[config.mk]
export PLATFORM = sky130hd
export DESIGN_NAME = rnd_index_gen
export DESIGN_NICKNAME = d
export VERILOG_FILES = /design/src/rtl/rnd_idx_pkg.sv /design/src/rtl/rnd_lfsr.sv /design/src/rtl/rnd_rem_div.sv /design/src/rtl/rnd_index_gen.sv
export SDC_FILE = /design/constraint.sdc
export NUM_CORES = 1
export LEC_CHECK = 0
export BUFFER_PORTS_ARGS = -buffer_cell sky130_fd_sc_hd__buf_2
export CORE_ASPECT_RATIO = 0.75
export CORE_MARGIN = 1
export CORE_UTILIZATION = 56
export CTS_CLUSTER_DIAMETER = 200
export DETAILED_ROUTE_END_ITERATION = 8
export PLACE_DENSITY = 0.76
export SYNTH_ARGS = -nofsm -noshare
export SYNTH_HDL_FRONTEND = slang
export SYNTH_SLANG_ARGS = --single-unit
[constraint.sdc]
create_clock -name clk -period 2.7 [get_ports clk]
set_input_delay 0.27 -clock clk [delete_from_list [all_inputs] [get_ports clk]]
set_output_delay 0.27 -clock clk [all_outputs]
set_load 0.005 [all_outputs]
[src/rtl/rnd_idx_pkg.sv]
package rnd_idx_pkg;

    localparam int unsigned RND_W     = 32;
    localparam logic [RND_W-1:0] RND_TAPS = 32'hD000_0001;
    localparam logic [RND_W-1:0] RND_SEED = 32'h0000_0001;

    typedef enum logic {
        ST_IDLE = 1'b0,
        ST_DIV  = 1'b1
    } ctl_state_e;

    // advance the Galois register by one position
    function automatic logic [RND_W-1:0] rnd_advance(input logic [RND_W-1:0] cur);
        return (cur >> 1) ^ ({RND_W{cur[0]}} & RND_TAPS);
    endfunction

endpackage

[src/rtl/rnd_lfsr.sv]
module rnd_lfsr
    import rnd_idx_pkg::*;
(
    input  logic             clk,
    input  logic             rst,
    input  logic             adv,
    output logic [RND_W-1:0] cur,
    output logic [RND_W-1:0] nxt
);
    logic [RND_W-1:0] reg_q;

    assign cur = reg_q;
    assign nxt = rnd_advance(reg_q);

    always_ff @(posedge clk) begin
        if (rst)      reg_q <= RND_SEED;
        else if (adv) reg_q <= nxt;
    end

    AST_LFSR_NONZERO: assert property (@(posedge clk) disable iff (rst)
        reg_q != '0);

endmodule

[src/rtl/rnd_rem_div.sv]
module rnd_rem_div #(
    parameter int unsigned DVD_W = 32,
    parameter int unsigned DIV_W = 7
) (
    input  logic             clk,
    input  logic             rst,
    input  logic             start,
    input  logic [DVD_W-1:0] dividend,
    input  logic [DIV_W-1:0] divisor,
    output logic             done,
    output logic [DIV_W-1:0] rem
);
    localparam int unsigned CNT_W = $clog2(DVD_W + 1);
    localparam logic [CNT_W-1:0] CNT_INIT = CNT_W'(DVD_W);

    logic [DVD_W-1:0] dvd_q;
    logic [DIV_W-1:0] div_q;
    logic [DIV_W-1:0] rem_q;
    logic [CNT_W-1:0] cnt_q;
    logic             busy_q;
    logic [DIV_W:0]   shifted;
    logic [DIV_W:0]   trial;

    assign shifted = {rem_q, dvd_q[DVD_W-1]};
    assign trial   = shifted - {1'b0, div_q};
    assign done    = busy_q && (cnt_q == '0);
    assign rem     = rem_q;

    always_ff @(posedge clk) begin
        if (rst) begin
            dvd_q  <= '0;
            div_q  <= '0;
            rem_q  <= '0;
            cnt_q  <= '0;
            busy_q <= 1'b0;
        end else if (start) begin
            dvd_q  <= dividend;
            div_q  <= divisor;
            rem_q  <= '0;
            cnt_q  <= CNT_INIT;
            busy_q <= 1'b1;
        end else if (busy_q) begin
            if (cnt_q == '0) begin
                busy_q <= 1'b0;
            end else begin
                dvd_q <= dvd_q << 1;
                cnt_q <= cnt_q - 1'b1;
                if (shifted >= {1'b0, div_q}) rem_q <= trial[DIV_W-1:0];
                else                          rem_q <= shifted[DIV_W-1:0];
            end
        end
    end

    AST_REM_BELOW_DIVISOR: assert property (@(posedge clk) disable iff (rst)
        done |-> rem_q < div_q);

endmodule

[src/rtl/rnd_index_gen.sv]
module rnd_index_gen
    import rnd_idx_pkg::*;
#(
    parameter int unsigned IDX_W = 6
) (
    input  logic             clk,
    input  logic             rst,
    input  logic             req,
    input  logic [IDX_W:0]   entries,
    input  logic [IDX_W:0]   wired,
    output logic [IDX_W-1:0] idx,
    output logic             valid
);
    localparam int unsigned CNT_W = IDX_W + 1;

    typedef struct packed {
        logic [CNT_W-1:0] total;
        logic [CNT_W-1:0] fixed;
    } span_cfg_t;

    ctl_state_e       state_q;
    span_cfg_t        cfg_q;
    logic [IDX_W-1:0] idx_q;   // doubles as the previous-index memory
    logic             valid_q;

    logic             adv;
    logic             div_start;
    logic             div_done;
    logic [CNT_W-1:0] rem;
    logic [CNT_W-1:0] divisor;
    logic [CNT_W-1:0] cand;
    logic [CNT_W-1:0] last_in;
    logic             degen_in;
    logic             degen_q;
    logic             repeat_hit;
    logic [RND_W-1:0] rnd_cur;
    logic [RND_W-1:0] rnd_nxt;

    assign last_in    = entries - 1'b1;
    assign degen_in   = wired >= last_in;
    assign degen_q    = cfg_q.fixed >= (cfg_q.total - 1'b1);
    assign cand       = rem + cfg_q.fixed;
    assign repeat_hit = cand == {1'b0, idx_q};
    assign divisor    = (state_q == ST_IDLE) ? (entries - wired)
                                             : (cfg_q.total - cfg_q.fixed);

    always_comb begin
        adv       = 1'b0;
        div_start = 1'b0;
        unique case (state_q)
            ST_IDLE: if (req && !degen_in) begin
                adv       = 1'b1;
                div_start = 1'b1;
            end
            ST_DIV: if (div_done && repeat_hit) begin
                adv       = 1'b1;
                div_start = 1'b1;
            end
            default: ;
        endcase
    end

    rnd_lfsr u_lfsr (
        .clk (clk),
        .rst (rst),
        .adv (adv),
        .cur (rnd_cur),
        .nxt (rnd_nxt)
    );

    rnd_rem_div #(.DVD_W(RND_W), .DIV_W(CNT_W)) u_div (
        .clk      (clk),
        .rst      (rst),
        .start    (div_start),
        .dividend (rnd_nxt),
        .divisor  (divisor),
        .done     (div_done),
        .rem      (rem)
    );

    always_ff @(posedge clk) begin
        if (rst) begin
            state_q <= ST_IDLE;
            cfg_q   <= '0;
            idx_q   <= '0;
            valid_q <= 1'b0;
        end else begin
            valid_q <= 1'b0;
            unique case (state_q)
                ST_IDLE: if (req) begin
                    cfg_q <= '{total: entries, fixed: wired};
                    if (degen_in) begin
                        idx_q   <= last_in[IDX_W-1:0];
                        valid_q <= 1'b1;
                    end else begin
                        state_q <= ST_DIV;
                    end
                end
                ST_DIV: if (div_done && !repeat_hit) begin
                    idx_q   <= cand[IDX_W-1:0];
                    valid_q <= 1'b1;
                    state_q <= ST_IDLE;
                end
                default: state_q <= ST_IDLE;
            endcase
        end
    end

    assign idx   = idx_q;
    assign valid = valid_q;

    AST_IDX_IN_SPAN: assert property (@(posedge clk) disable iff (rst)
        (valid_q && !degen_q) |-> ({1'b0, idx_q} >= cfg_q.fixed && {1'b0, idx_q} < cfg_q.total));

    AST_NO_REPEAT: assert property (@(posedge clk) disable iff (rst)
        (valid_q && !degen_q) |-> idx_q != $past(idx_q));

    AST_DEGEN_HOLDS_RNG: assert property (@(posedge clk) disable iff (rst)
        (state_q == ST_IDLE && req && degen_in) |=> $stable(rnd_cur));

    AST_VALID_PULSE: assert property (@(posedge clk) disable iff (rst)
        valid_q |=> !valid_q);

    AST_BUSY_IGNORES_REQ: assert property (@(posedge clk) disable iff (rst)
        (state_q == ST_DIV && req) |=> $stable(cfg_q));

endmodule

Yosys cells after proc, flatten, opt, wreduce, memory -nomap -nowiden
Cells that the tools add are included.
{ "classes": {"addsub": 6, "order_cmp": 2, "n_eq_ne": 5, "n_mux": 26, "bitwise": 3, "reduce_logical": 13} }
{ "ops": {"columns": ["operator", "count"], "rows": [
  ["two-way mux 32 bit", 3],
  ["two-way mux 6 bit", 6],
  ["bitwise XOR 31 x 32 -> 32 bit", 1],
  ["subtractor 7 bit", 3],
  ["two-way mux 7 bit", 2],
  ["one-hot mux 6 bit (2 select lines)", 1],
  ["two-way mux 1 bit", 11],
  [">= comparator 8 x 7 -> 1 bit", 1],
  ["adder 7 bit", 1],
  ["== test 7 x 6 -> 1 bit", 1],
  [">= comparator 7 bit", 1],
  ["subtractor 7 x 1 -> 7 bit (second input constant)", 1],
  ["zero test 6 bit", 1],
  ["inequality test 2 bit (second input constant)", 3],
  ["one-hot mux 1 bit (2 select lines)", 3],
  ["AND reduction 2 bit", 3],
  ["subtractor 6 x 1 -> 6 bit (second input constant)", 1],
  ["logical AND 1 bit", 4],
  ["AND reduction 3 bit", 1],
  ["zero test 1 bit", 2],
  ["inequality test 2 x 1 -> 1 bit (second input constant)", 1],
  ["NOT 1 bit", 2],
  ["nonzero test 2 bit", 1],
  ["OR reduction 2 bit", 1]
]} }
{ "word_totals": {"ff_bits": 107, "out_inout_bits": 7, "elab_cells": 67} }

Depth between registers and ports, before layout
{ "logic_depth": {"word_depth": 8, "depth_mapped": 13} }

Cells and area by module
From an unflattened synthesis, not the netlist that was laid out.
{ "unflattened": {"cells_unflattened": 674, "area_unflattened_um2": 6102.1} }
{ "by_module_without_submodules": {"columns": ["mod", "n_inst", "cells_each", "area_each_um2", "seq_area_each_um2"], "rows": [
  ["rnd_rem_div", 1, 296, 2652.5, 1061.0],
  ["rnd_index_gen", 1, 239, 2014.4, 440.4],
  ["rnd_lfsr", 1, 139, 1435.1, 640.6]
]} }

Worst setup path after synthesis
Ideal clock, no wire load.
{ "synth_path": {"path_kind": "input-to-reg", "start": "input entries[0]", "end": "register u_lfsr.reg_q[27], in the netlist u_lfsr.cur[27]", "t_arrival_ps": 2763, "required_time_ps": 2626, "path_slack_ps": -136, "path_stages": 11, "path_cell_list": "nor3_1 -> nor3b_1 -> xnor2_1 -> ha_1 -> a21o_1 -> a221o_1 -> nor2_1 -> clkbuf_1 -> buf_1 -> o21ai_1 -> a21oi_1"} }
{ "synth_between": {"elab_chain_cells": 6} }
{ "synth_rtl": {"columns": ["item", "line_no", "source"], "rows": [
  ["from (decl)", "rnd_index_gen.sv:9", "input logic [IDX_W:0] entries,"],
  ["subtractor 7 x 1 -> 7 bit", "rnd_index_gen.sv:39", "assign last_in = entries - 1'b1;"],
  [">= comparator 7 bit", "rnd_index_gen.sv:40", "assign degen_in = wired >= last_in;"],
  ["zero test 1 bit", "rnd_index_gen.sv:51", "ST_IDLE: if (req && !degen_in) begin"],
  ["logical AND 1 bit", "rnd_index_gen.sv:51", null],
  ["two-way mux 1 bit", "rnd_index_gen.sv:51", null],
  ["one-hot mux 1 bit (2 select lines)", "rnd_index_gen.sv:50", "unique case (state_q)"],
  ["to (signal assigned)", "rnd_lfsr.sv:17", "else if (adv) reg_q <= nxt;"],
  ["to (decl)", "rnd_lfsr.sv:10", "logic [RND_W-1:0] reg_q;"]
]} }
Every way passes these cells.
A chain may end at the register's enable or synchronous reset.

Worst setup path after layout
{ "layout_path": {"start": "register cfg_q[0] in the netlist's numbering", "end": "register u_lfsr.reg_q[28], in the netlist u_lfsr.cur[28]"} }
{ "layout_between": {"elab_chain_cells": 5} }
{ "layout_rtl": {"columns": ["item", "line_no", "source"], "rows": [
  ["from (decl)", "rnd_index_gen.sv:22", "span_cfg_t cfg_q;"],
  ["from (signal assigned)", "rnd_index_gen.sv:91", "cfg_q <= '{total: entries, fixed: wired};"],
  ["adder 7 bit", "rnd_index_gen.sv:42", "assign cand = rem + cfg_q.fixed;"],
  ["== test 7 x 6 -> 1 bit", "rnd_index_gen.sv:43", "assign repeat_hit = cand == {1'b0, idx_q};"],
  ["logical AND 1 bit", "rnd_index_gen.sv:55", "ST_DIV: if (div_done && repeat_hit) begin"],
  ["two-way mux 1 bit", "rnd_index_gen.sv:55", null],
  ["one-hot mux 1 bit (2 select lines)", "rnd_index_gen.sv:50", null]
]} }
Every way passes these cells.

==> flow_results.org <==
** STA
- Share of the clock period used by the worst path :: 1.133
- The max-slew violation total from the final report is 0.
- Worst slew margin :: 0.2637
- The routed design could run at a clock period as short as 3.059 ns.
- Setup repair after global routing could not meet its margin everywhere.
- For the pin with the worst max-slew slack, the measured transition is 1.102 ns.
- Clock skew on the completed layout was measured at 0.008496 ns.
- Total count of hold-check failures in the final report :: 0
- Once routing completed, OpenROAD measured the worst setup slack at -0.3588 ns.
- Highest clock rate :: 0.3269 GHz
- Setup-violating endpoint count in the final report :: 92

** Worst hold path
- Hold Path Origin :: wired[2]
- For hold timing, the worst endpoint is cfg_q[2]$_SDFFE_PP0P_.
- Depth of the worst hold-timing path :: 3
- Type of the worst min-delay path :: primary input to flop

** Synthesis
- In this run the mean area of a mapped cell was 8.687 um^2.
- Number of synthesized flops with an enable pin :: 0
- By count the netlist is led by sky130_fd_sc_hd__dfxtp_1 (107), sky130_fd_sc_hd__nand2_1 (71), sky130_fd_sc_hd__a21oi_1 (44).
- Number of warnings printed during yosys synthesis :: 0
- After synthesis, the share of flip-flops with an asynchronous set or reset is 0.
- In this run, distinct cell masters in the synthesized netlist total 54.
- Number of cells produced by synthesis :: 686
- Register bit total from synthesis :: 107
- Post-synthesis instance area :: 5959 um^2
- The most common cell in the synthesized netlist is sky130_fd_sc_hd__dfxtp_1.
- For this run, the register share of the synthesized area comes to 0.3594.
- Mapped Nets :: 742
- Cell type with the largest total area after synthesis :: sky130_fd_sc_hd__dfxtp_1
- The share of synthesized area in the top cell type comes to 0.3594.
- In the synthesized netlist the dominant register cell turns out to be sky130_fd_sc_hd__dfxtp_1.
- Cells taking the most area after synthesis :: sky130_fd_sc_hd__dfxtp_1 (36%), sky130_fd_sc_hd__ha_1 (7.3%), sky130_fd_sc_hd__mux2i_1 (6.4%), sky130_fd_sc_hd__nand2_1 (4.5%), sky130_fd_sc_hd__o31ai_1 (3.9%)

** Route
- Vias per inst :: 6.272
- Summing over every cut layer, the via total after detailed routing is 5607.
- First DRT Iteration DRCs :: 451
- For this run, design rule violations remaining after detail routing come to 0.
- Wirelength per Cell :: 19.72 um
- Routed wire length :: 17.63 mm
- The first TritonRoute pass finished after 5 iterations.
- The count of nets left with antenna violations once routing finished came out at 0.

** Place
- After legalization and detailed placement, the total HPWL measured 10.12 mm.
- IO Port Bufs :: 23
- Placed Cells :: 854
- Post-place setup slack :: -0.2463 ns
- Routability cong. :: 0.8633

** Setup path
- The signal on the critical path passes through ha_4 > fa_2 > a211oi_2 > o21bai_4 > xnor3_1 > or4_4 > nor4_4 > buf_6 > buf_12 > clkbuf_16 > nor3_1 > nor3_1.
- The critical path is of the flop to flop type.
- Reg2Reg Launch Point :: cfg_q[0]$_SDFFE_PP0P_
- The worst setup path is captured at a flop.
- Critical path data arrival time :: 3.33 ns
- The cell that appears most often on the critical path is sky130_fd_sc_hd__nor3_1.
- CP Launch Type :: flop
- Worst path required time :: 2.97 ns
- For this run, the slowest stage of the critical path takes 0.47 ns.
- Critical Path Fanout Max :: 7
- In this run the critical register-to-register path is captured at u_lfsr.cur[28]$_SDFFE_PP0P_.
- CP max-delay cell :: sky130_fd_sc_hd__or4_4
- For the worst flop-to-flop path, the logic depth is 12.
- The setup check on the worst reg-to-reg path leaves a slack of -0.36 ns.

** CTS
- Clock Sinks :: 107
- The cell sitting at the root of the clock tree is a sky130_fd_sc_hd__clkbuf_16.
- In this run the number of H-tree levels came out at 3.
- Clock-pin slew was measured on the worst setup and hold paths at 0.07 ns.
- TritonCTS clock tree :: yes
- In this run, post-CTS hold repair placed 0 buffers.
- Insertion delay of the later-clocked pin in the worst-skew pair :: 0.36 ns
- Buffers inserted during clock tree synthesis total 9.
- The clock passes through at most 2 buffers.

** Power and ir drop
- For this design the ratio of total power to cell area is 569.5 nW/um^2.
- Power comes to 4.395 mW.
- Max IR drop VDD :: 0.0003961 V
- In this run the static leakage power is 3.274 nW.

** Global route
- Maximum number of pins on one net before global-route repair :: 82
- Overflow left after global routing :: 0
- Tot GR Track Use :: 0.3003
- Initial antenna violation count :: 0
- The first global-routing pass estimated 26.07 mm of wire.
- Vias in the first global route :: 5298

** Final layout
- Multi-input gate area :: 4025 um^2
- Number of nets in the finished design :: 810
- Proportion of layout cells with a drive suffix above 1 :: 0.2652
- Sequential cell area :: 2146 um^2
- Filler Cell Count :: 626
- Number of antenna repair diodes :: 0
- The area growth from synthesis to layout is 29.50%.
- Final std cells w/o fill :: 894

** Floorplan
- In this run the standard cell core region covers 10330 um^2.
- Die extent in x :: 121.1 um
- Number of top-level pins :: 24
- After floorplanning, the core was divided into 32 placement rows.
- The floorplan step defined a die boundary enclosing 11060 um^2.
- Chip Height :: 91.34 um
- The initial utilization of the core area, before any placement, comes to 0.5769.

** Status
- Violations in the final reports :: setup timing
- Result of the run :: finished with violations

** Run
- The tool flagged a number of max-cap violations equal to 0.
==> layer usage <==
layer | vias up | GRT usage | part of all wire
li1 | 2575 | - | -
met1 | 2715 | 0.4118 | 0.43
met2 | 262 | 0.4690 | 0.46
met3 | 55 | 0.06533 | 0.075
met4 | 0 | 0.09362 | 0.031
met5 | - | 0 | 0
==> cell usage in the layout (no fill, tap or decap), drive strengths merged, types with 28 or more instances in the layout <==
cell	instances
nor2b	35
dfxtp	107
ha	35
o21ai	49
nor2	29
inv	33
nand3	28
nand2	71
a21oi	44
o31ai	32
buf	97
mux2i	38
==> layout make-up <==
class | instances | share of cell area
sequential | 107 | 0.2780
timing repair buffer | 100 | 0.1279
clock inverter | 4 | 0.003405
clock buffer | 11 | 0.03145
multi-input combinational | 504 | 0.5216
tap | 136 | 0.02205
inverter | 32 | 0.01556
==> logic make-up (layout without fill, tap and decap cells) <==
family          after synthesis  after routing  synth area share
compound gates              173            173            0.1944
xor+xnor                     34             34           0.05941
fa+ha+maj                    39             39           0.08692
buf+inv                      75            147           0.05102
flops                       107            107            0.3594
mux                          38             38           0.06382
simple gates                220            220            0.1850
==> report_power, final <==
group          internal (mW)  leakage, nW  total (mW)  switching (mW)
clock                  0.648        0.132        1.26           0.612
combinational          0.617         2.27        1.41           0.792
sequential              1.65        0.870        1.73          0.0729
==> critical path: cells and delay by family, from the launching register on <==
kind / cells / cell delay (ns)
simple gates: 4 / 0.88
compound gates: 2 / 0.48
xor+xnor: 1 / 0.28
buf+inv: 3 / 0.47
flops: 1 / 0.34
fa+ha+maj: 2 / 0.51
==> worst max-delay path by stage <==
stage	start	to	slack, ns	cells after the start
after floorplan	cfg_q[0]$_SDFFE_PP0P_	u_div.div_q[4]$_SDFFE_PP0P_	-0.0007	10
after global placement	entries[0]	u_div.div_q[4]$_SDFFE_PP0P_	-0.15	10
after detailed placement	entries[0]	u_lfsr.cur[28]$_SDFFE_PP0P_	-0.25	11
after CTS	u_div.rem[0]$_SDFFE_PP0P_	u_lfsr.cur[27]$_SDFFE_PP0P_	-0.16	12
after global routing	cfg_q[0]$_SDFFE_PP0P_	u_lfsr.cur[28]$_SDFFE_PP0P_	-0.41	12
final	cfg_q[0]$_SDFFE_PP0P_	u_lfsr.cur[28]$_SDFFE_PP0P_	-0.36	12
==> state kept, by name, summed over array words and instances, names as in the netlist <==
signal / flops
u_div.dvd_q: 32
u_lfsr.cur: 32
cfg_q: 14
u_div.div_q: 7
u_div.rem: 7
idx: 6
u_div.cnt_q: 6
state_q: 1
u_div.busy_q: 1
valid: 1
==> through the flow <==
step	instance area [um^2]	utilization	hold WS (ns)	TNS [ns]
6_report	7717	0.7471	0.1846	-21.81
5_1_grt	7717	0.7471	0.1865	-28.22
4_1_cts	7341	0.7106	0.1823	-7.714
3_5_place_dp	6566	0.6357	0.4656	-14.90
3_3_place_gp	6566	0.6357	0.4424	-5.743
2_1_floorplan	5974	-	0.4060	-0.0007099
==> timing repair <==
item,in CTS,in global routing
buffers inserted,10,10
setup endpoints to repair,91,93
endpoints found under the hold margin,0,0
resized for setup,72,47
gates cloned,5,3
pin swaps,9,18
No activity file was read; power rests on OpenSTA's default activity.
